## config.mk

```make
export PLATFORM = sky130hd
export DESIGN_NAME = cmp_edge_ctl
export DESIGN_NICKNAME = d
export VERILOG_FILES = /design/src/rtl/cmp_edge_ctl.sv
export SDC_FILE = /design/constraint.sdc
export NUM_CORES = 1
export LEC_CHECK = 0
export ABC_AREA = 1
export ABC_CLOCK_PERIOD_IN_PS = 800
export BUFFER_PORTS_ARGS = -buffer_cell sky130_fd_sc_hd__buf_2
export CAP_MARGIN = 20
export CORE_AREA = 10 10 47 49
export CTS_CLUSTER_DIAMETER = 60
export DETAILED_ROUTE_END_ITERATION = 8
export DIE_AREA = 0 0 57 59
export GPL_TIMING_DRIVEN = 0
export PLACE_DENSITY = 0.68
export SLEW_MARGIN = 5
export SYNTH_ARGS = -nofsm -noshare
export SYNTH_HDL_FRONTEND = slang
export SYNTH_SLANG_ARGS = --single-unit
```

## constraint.sdc

```tcl
create_clock -name clk -period 0.8 [get_ports clk]
set_input_delay 0.12 -clock clk [delete_from_list [all_inputs] [get_ports clk]]
set_output_delay 0.12 -clock clk [all_outputs]
set_load 0.01 [all_outputs]
```

## src/rtl/cmp_edge_ctl.sv

```systemverilog
module cmp_edge_ctl (
  input  logic       clk,
  input  logic       rst_n,
  input  logic       cmp_raw,
  input  logic       wr_en,
  input  logic [7:0] wr_data,
  input  logic       rise_irq_en,
  input  logic       fall_irq_en,
  output logic [7:0] ctrl_rd,
  output logic       cmp_out,
  output logic [1:0] hyst_pos,
  output logic [1:0] hyst_neg,
  output logic       irq
);

  logic       sync_a, sync_b, hist;
  logic       on;
  logic       rise_flag, fall_flag;
  logic [3:0] hyst;
  logic       rise_hit, fall_hit;

  assign rise_hit = on &  sync_b & ~hist;
  assign fall_hit = on & ~sync_b &  hist;

  always_ff @(posedge clk or negedge rst_n) begin
    if (!rst_n) begin
      sync_a <= 1'b0;
      sync_b <= 1'b0;
      hist   <= 1'b0;
    end else begin
      sync_a <= cmp_raw;
      sync_b <= sync_a;
      hist   <= sync_b;
    end
  end

  always_ff @(posedge clk or negedge rst_n) begin
    if (!rst_n) begin
      on        <= 1'b0;
      hyst      <= 4'h0;
      rise_flag <= 1'b0;
      fall_flag <= 1'b0;
    end else begin
      if (wr_en) begin
        on   <= wr_data[7];
        hyst <= wr_data[3:0];
      end
      rise_flag <= rise_hit | (rise_flag & ~(wr_en & ~wr_data[5]));
      fall_flag <= fall_hit | (fall_flag & ~(wr_en & ~wr_data[4]));
    end
  end

  assign ctrl_rd  = {on, sync_b, rise_flag, fall_flag, hyst};
  assign cmp_out  = on & sync_b;
  assign hyst_pos = hyst[3:2];
  assign hyst_neg = hyst[1:0];
  assign irq      = on & ((rise_flag & rise_irq_en) | (fall_flag & fall_irq_en));

  a_r6_out_low_when_off: assert property (@(posedge clk) disable iff (!rst_n)
    !ctrl_rd[7] |-> !cmp_out);

  a_r6_no_irq_when_off: assert property (@(posedge clk) disable iff (!rst_n)
    !ctrl_rd[7] |-> !irq);

  a_r6_no_set_when_off: assert property (@(posedge clk) disable iff (!rst_n)
    (!on && !rise_flag) |=> !rise_flag);

  a_r2_rise_sets: assert property (@(posedge clk) disable iff (!rst_n)
    (on && sync_b && !hist) |=> rise_flag);

  a_r3_fall_sets: assert property (@(posedge clk) disable iff (!rst_n)
    (on && !sync_b && hist) |=> fall_flag);

  a_r4_rise_sticky: assert property (@(posedge clk) disable iff (!rst_n)
    (rise_flag && !(wr_en && !wr_data[5])) |=> rise_flag);

  a_r4_fall_sticky: assert property (@(posedge clk) disable iff (!rst_n)
    (fall_flag && !(wr_en && !wr_data[4])) |=> fall_flag);

  a_r7_irq_has_source: assert property (@(posedge clk) disable iff (!rst_n)
    irq |-> (ctrl_rd[5] || ctrl_rd[4]));

  a_r8_hyst_hold: assert property (@(posedge clk) disable iff (!rst_n)
    !wr_en |=> $stable(ctrl_rd[3:0]));

endmodule

```

* Word level (Yosys, flattened, before mapping)
Cells that the tools add are included.
** Storage, ports and cells
- Register bits after elaboration :: 10
- Input port bits :: 14
- Logic and storage cells :: 27
** Operators by class
- Bitwise gates (word level) :: 20
** Operators by type and width (count)
- $and A1 B1 Y1 :: 11
- $not A1 Y1 :: 6
- $or A1 B1 Y1 :: 3

* Depth between registers and ports, before layout
Gate-level depths: netlist of the first run.
- Depth after elaboration :: 5
- Depth in mapped cells :: 4

* Least setup slack after synthesis of the first run
Ideal clock, no wire load.
- Path type :: flip-flop to output port
- Start :: reg on
- End :: out irq
- Arrival :: 0.613 ns
- Required time :: 0.680 ns
- Setup slack :: 0.067 ns
- Cell stages (with the launch flop) :: 3
- Cells stage by stage :: dfrtp_1 -> inv_1 -> a21oi_1
** On the way
- Word-level cells in the longest chain between the ends :: 1
** RTL lines
- from (decl) :: RTL line 17 : logic on;
- from (signal assigned) :: RTL line 45 : on <= wr_data[7];
- $and A1 B1 Y1 :: RTL line 57 : assign irq = on & ((rise_flag & rise_irq_en) | (fall_flag & fall_irq_en));
- to (decl) :: RTL line 13 : output logic irq
Every way passes these cells.

* Worst setup path after layout of the first run
- Start :: reg fall_flag
- End :: out irq
** On the way
- Word-level cells in the longest chain between the ends :: 3
** RTL lines
- from (decl) :: RTL line 18 : logic rise_flag, fall_flag;
- from (signal assigned) :: RTL line 49 : fall_flag <= fall_hit | (fall_flag & ~(wr_en & ~wr_data[4]));
- $and A1 B1 Y1 :: RTL line 57
- $or A1 B1 Y1 :: RTL line 57
- $and A1 B1 Y1 :: RTL line 57
Every way passes these cells.

==> flow_summary_export.csv, run 1 <==
group,metric,value,unit
global_route,grt_pass1_wl,1.89,mm
timing,rsz0062_at_grt,"true",
timing,maxSlewViolCount,0,
timing,hold_viol,0,
drt,drt-total-wl,1.13,mm
finish,final_cell_count_no_fill,98,
power_and_ir_drop,p_per_area,1730,nW/µm²
drt,drc_errors,0,
timing,skew,0.000422,ns
floorplanning,initial_utilization,32.1,%
synthesis,synth_area,449,µm²
synthesis,yosys.area.top_type_share,55.7,%
clock_tree,clk_latency,0.25,ns
synthesis,synth_area_leader_cell,"dfrtp_1",
synthesis,yosysWarnings,0,
global_route,grt.overflow.total,0,
power_and_ir_drop,p_leak,0.414,nW
clock_tree,clock_path_buffers,2,
finish,layout_commonest_cell,"buf_2",
floorplanning,die-area,3360,µm²
power_and_ir_drop,vdd_ir_drop_max,0.915,mV
timing,fin_ws,-0.275,ns
timing,slew_headroom,84.7,%
worst_setup_path,worstPathArrival,0.96,ns
global_route,gr-usage-all-layers,7.11,%
hold_path,hold_path_class,"in2reg",
timing,setup_viol,15,
global_route,grt_start_max_net_pins,11,
finish,final_cell_mix,"buf_2 (17), buf_6 (16), nand2_1 (13), dfrtp_1 (10), inv_1 (7)",
drt,via_count,418,
global_route,antenna_found_initial,0,
floorplanning,io_pins,28,
clock_tree,clk_pin_slew,0.06,ns
drt,ant_nets,0,
finish,nets,98,
synthesis,synth-seq-cells,10,
synthesis,syn_area_per_cell,8.98,µm²
place,numPortBuffers,26,
floorplanning,fp-row-count,14,
worst_setup_path,start_kind,"register",
timing,fmax,930,MHz
worst_setup_path,critPathMaxFanout,3,
synthesis,ys_seq_area_share,55.7,%
floorplanning,fp.dieW,57,µm
worst_setup_path,critPathKind,"reg2out",
timing,fin_tns_setup,-2.72,ns
place,dp_hpwl,855,µm
synthesis,syn-num-nets,64,
place,gp_congestion,0.606,
worst_setup_path,critPathCaptureType,"output pin",
finish,post-route-util,52.6,%
power_and_ir_drop,p_total,0.00127,W
worst_setup_path,required,0.68,ns
clock_tree,cts_tree,"built",
timing,timing.final.crit_share,134,%
drt,dr.pass1.iters,2,
timing,worst-slew-pin-transition,0.229,ns
drt,routedWlPerCell,11.6,µm
run,cap_violations,0,
finish,diodes,0,
outcome,status,"finished, violations left",
outcome,violations,"negative setup slack",
floorplanning,core-area,1400,µm²
clock_tree,htree_levels,1,
clock_tree,cts_num_sinks,10,
drt,vias_per_cell,4.27,
finish,drive_gt1_share,53.7,%
finish,syn_to_final_growth,64.1,%
global_route,grt_pass1_vias,445,
synthesis,synthTopCellsByArea,"dfrtp_1 (56%), buf_4 (13%), nand2_1 (13%)",
floorplanning,die_y,59,µm
place,dp.cells,92,
clock_tree,clock-root-buffer,"clkbuf_4",
synthesis,synthCells,50,
drt,dr.first_iter.drc_count,3,
synthesis,synth_cell_types,8,
timing,fin_crit,1.08,ns
clock_tree,cts_buffers,3,
[through the flow]
stage / hold slack (ns) / setup slack [ns] / cell area [µm²]
floorplan: -0.176 / 0.0665 / 449
global placement: -0.0105 / -0.00838 / 599
detailed placement: -0.00249 / -0.0344 / 599
CTS: 0.0745 / -0.286 / 722
global route: 0.0872 / -0.347 / 737
finish: 0.0781 / -0.275 / 737
[routing by layer]
| metal | wire length [µm] | up-vias | GRT usage [%] |
|---|---|---|---|
| met2 | 518 | 19 | 10.2 |
| met4 | 0 | 0 | 3.02 |
| met1 | 481 | 195 | 7.80 |
| met5 | 0 | - | 0 |
| li1 | - | 204 | - |
| met3 | 132 | 0 | 5.15 |
[worst max-delay path: stages (launching register included)]
cell and delay, ns:
dfrtp_1 0.38, nand2_2 0.06, a21oi_2 0.12, buf_2 0.14
[path summary, 6_finish.rpt]
| kind | startpoint | end | slack [ns] | depth (start not counted) |
|---|---|---|---|---|
| worst max-delay path | fall_flag | irq | -0.28 | 3 |
| worst min-delay path | wr_data[7] | on | 0.08 | 3 |
| worst max register to register | on | rise_flag | -0.04 | 5 |
| worst min register to register | sync_a | sync_b | 0.35 | 0 |
| max in group asynchronous | rst_n | hyst[3] | 0.34 | 2 |
| min in group asynchronous | rst_n | hyst[2] | 0.27 | 2 |
[cell families after synthesis]
kind of cell           synth area share (%)
buffers and inverters                  23.4
and+or+nand+nor                        14.2
AOI/OAI and AO/OA                      6.68
DFF                                    55.7
[final cells by class]
class | count | area [µm²]
Buffer | 9 | 90.1
Tap cell | 16 | 20.0
Timing Repair Buffer | 29 | 218
Inverter | 9 | 33.8
Clock buffer | 3 | 22.5
Multi-Input combinational cell | 22 | 103
Sequential cell | 10 | 250
Fill cell | 145 | 664
[flip-flops by register name, indices dropped and copies added, names as in the netlist]
signal,count
hyst,4
fall_flag,1
hist,1
on,1
rise_flag,1
sync_a,1
sync_b,1
[cell usage after synthesis, drive strengths merged]
| library cell | instances |
|---|---|
| nand2 | 15 |
| dfrtp | 10 |
| buf | 9 |
| inv | 9 |
| o21ai | 5 |
| a21oi | 1 |
| nand3b | 1 |
[repair_timing]
action | in CTS | in global routing
hold buffers | 2 | 0
gates resized for setup | 15 | 5
pin swaps | 1 | 1
buffers inserted | 1 | 0
endpoints found under the setup margin | 14 | 15
hold endpoints to repair | 11 | 0
[where the power goes]
group | internal, W | switching, W | leakage, nW | total, W
Clock | 0.000173 | 0.000151 | 0.0138 | 0.000324
Combinational | 0.000218 | 0.000144 | 0.280 | 0.000361
Sequential | 0.000551 | 0.0000382 | 0.121 | 0.000589
Note: power is estimated with default switching activity, not from simulation.
==> run 2, diff against run 1 <==
Settings changed: CTS_BUF_LIST from default to sky130_fd_sc_hd__clkbuf_16, GPL_ROUTABILITY_DRIVEN from default to 0, SLEW_MARGIN 5 to default.
==> run 2 against run 1 <==
The run still ends with negative setup slack left. Critical path depth did not move. Non-clock buffer count is the same. Clock skew about the same. Worst setup slack improved by 0.028 ns. Flip-flop and latch count stayed put. Die area did not move. Routed wire length rose by 2.7%. Count of clock-buffer cells in the layout did not move. Sequential share of layout area down 2.3 points. Cell count unchanged. Clock power grew to 2.6 times the previous value. First-iteration DRC count unchanged. Critical endpoint unchanged. Largest power group is now the clock network.
==> flow_summary_export.csv, run 2 (synthesis gave the netlist of run 1 again) <==
group,metric,value,unit
power_and_ir_drop,p_leak,0.437,nW
global_route,grt_pass1_wl,1.93,mm
drt,via_count,419,
clock_tree,cts_buffers,3,
finish,multi_input_area,103,µm²
power_and_ir_drop,p_sw,0.000387,W
worst_setup_path,cpPeakStageDelay,0.37,ns
timing,skew,0.000445,ns
worst_setup_path,critPathSlowestCell,"dfrtp_1",
timing,worst-slew-pin-transition,0.228,ns
global_route,grt_pass1_vias,460,
floorplanning,die-area,3360,µm²
floorplanning,io_pins,28,
global_route,gr-usage-all-layers,7.33,%
timing,fin_crit,1.05,ns
power_and_ir_drop,netSwitchingFraction,21.5,%
timing,maxSlewViolCount,0,
timing,fmax,955,MHz
finish,largest_reg_flops,4,
finish,diodes,0,
finish,nets,98,
floorplanning,die_y,59,µm
finish,final_cell_mix,"buf_2 (17), buf_6 (16), nand2_1 (13), dfrtp_1 (10), inv_1 (7)",
drt,vias_per_cell,4.28,
timing,slew_headroom,84.8,%
finish,layout_commonest_cell,"buf_2",
finish,top_register,"hyst",
timing,setup_viol,15,
timing,timing.final.crit_share,131,%
power_and_ir_drop,internal_power,0.00142,W
drt,dr.pass1.iters,2,
floorplanning,fp-row-count,14,
place,dp_hpwl,855,µm
finish,syn_to_final_growth,75.8,%
finish,n_fill_cell,137,
clock_tree,clk_pin_slew,0.04,ns
floorplanning,fp.dieW,57,µm
worst_setup_path,required,0.68,ns
worst_setup_path,start_kind,"register",
place,numPortBuffers,26,
timing,rsz0062_at_grt,"true",
power_and_ir_drop,p_clk_share,47.2,%
worst_setup_path,critPathMaxFanout,3,
finish,post-route-util,56.3,%
worst_setup_path,cp_num_buf_inv,1,
worst_setup_path,cp_top_family,"flip-flops",
finish,regArea,250,µm²
clock_tree,cts_num_sinks,10,
hold_path,hold_path_class,"in2reg",
drt,drc_errors,0,
clock_tree,htree_levels,1,
drt,routedWlPerCell,11.9,µm
power_and_ir_drop,power_frac_comb,20.0,%
clock_tree,clock-root-buffer,"clkbuf_16",
power_and_ir_drop,seqPwrFrac,32.8,%
power_and_ir_drop,vdd_ir_drop_max,1.44,mV
outcome,violations,"negative setup slack",
floorplanning,core-area,1400,µm²
worst_setup_path,critPathKind,"reg2out",
power_and_ir_drop,p_per_area,2290,nW/µm²
clock_tree,clk_latency,0.23,ns
global_route,antenna_found_initial,0,
timing,fin_ws,-0.247,ns
place,postPlaceCellArea,599,µm²
place,post-place-ws,-0.0344,ns
clock_tree,cts_tree,"built",
worst_setup_path,worstPathArrival,0.93,ns
clock_tree,clock_path_buffers,2,
global_route,grt_start_max_net_pins,11,
timing,hold_viol,0,
floorplanning,initial_utilization,32.1,%
finish,drive_gt1_share,53.7,%
drt,ant_nets,0,
worst_setup_path,crit_chain,"nand2_2 -> a21oi_2 -> buf_2",
outcome,status,"finished, violations left",
drt,dr.first_iter.drc_count,3,
finish,final_cell_area,790,µm²
global_route,grt.overflow.total,0,
worst_setup_path,critPathCaptureType,"output pin",
drt,drt-total-wl,1.16,mm
run,cap_violations,0,
-- run 2: cell counts in the layout (fill, tap and decap cells not counted) --
Identical to the previous run, type by type.
-- run 2: path summary, 6_finish.rpt --
path                            startpoint   endpoint  slack [ns]  cells after the start
worst max-delay path             fall_flag        irq       -0.25                      3
worst min-delay path            wr_data[2]    hyst[2]        0.10                      3
worst max register to register          on  rise_flag       -0.03                      5
worst min register to register      sync_a     sync_b        0.34                      0
max in group asynchronous            rst_n       hist        0.32                      2
min in group asynchronous            rst_n    hyst[2]        0.29                      2
-- run 2: layout make-up --
| cell class | instances | area share (%) |
|---|---|---|
| inverter | 9 | 4.28 |
| multi-input combinational | 22 | 13.0 |
| clock buffer | 3 | 9.51 |
| tap | 16 | 2.54 |
| timing repair buffer | 29 | 27.6 |
| buffer | 9 | 11.4 |
| sequential | 10 | 31.7 |
-- run 2: worst min-delay path: stages --
cell     delay [ns]
buf_2          0.07
nand2_1        0.04
o21ai_1        0.06
-- run 2: repair_timing --
| item | in CTS | in global routing |
|---|---|---|
| pin swaps | 1 | 0 |
| gates resized for setup | 15 | 5 |
| setup endpoints to repair | 14 | 15 |
| buffers inserted | 1 | 0 |
| hold endpoints to repair | 11 | 0 |
| hold buffers | 2 | 0 |
-- run 2: metrics by stage --
step                      cells   TNS, ns  power, W  hold slack, ns
after floorplan              50         0  0.000739          -0.176
after global placement       92  -0.00838  0.000855         -0.0105
after detailed placement     92   -0.0344  0.000864        -0.00249
after CTS                    98     -2.41   0.00182           0.102
after global routing         98     -2.86   0.00189           0.129
final                        98     -2.32   0.00180           0.101
-- run 2: power by group through the flow --
stage | logic (W) | registers, W | clock network (W)
after global placement | 0.000265 | 0.000590 | 0
after CTS | 0.000358 | 0.000591 | 0.000871
after detailed placement | 0.000272 | 0.000592 | 0
after global routing | 0.000398 | 0.000600 | 0.000897
after floorplan | 0.000142 | 0.000597 | 0
final | 0.000361 | 0.000592 | 0.000851
-- run 2: per-layer routing --
layer | up-vias | track usage (%) | wire (µm)
met5 | - | 0 | 0
met4 | 0 | 4.03 | 0
met2 | 21 | 11.3 | 562
li1 | 204 | - | -
met3 | 0 | 5.15 | 140
met1 | 194 | 7.20 | 460
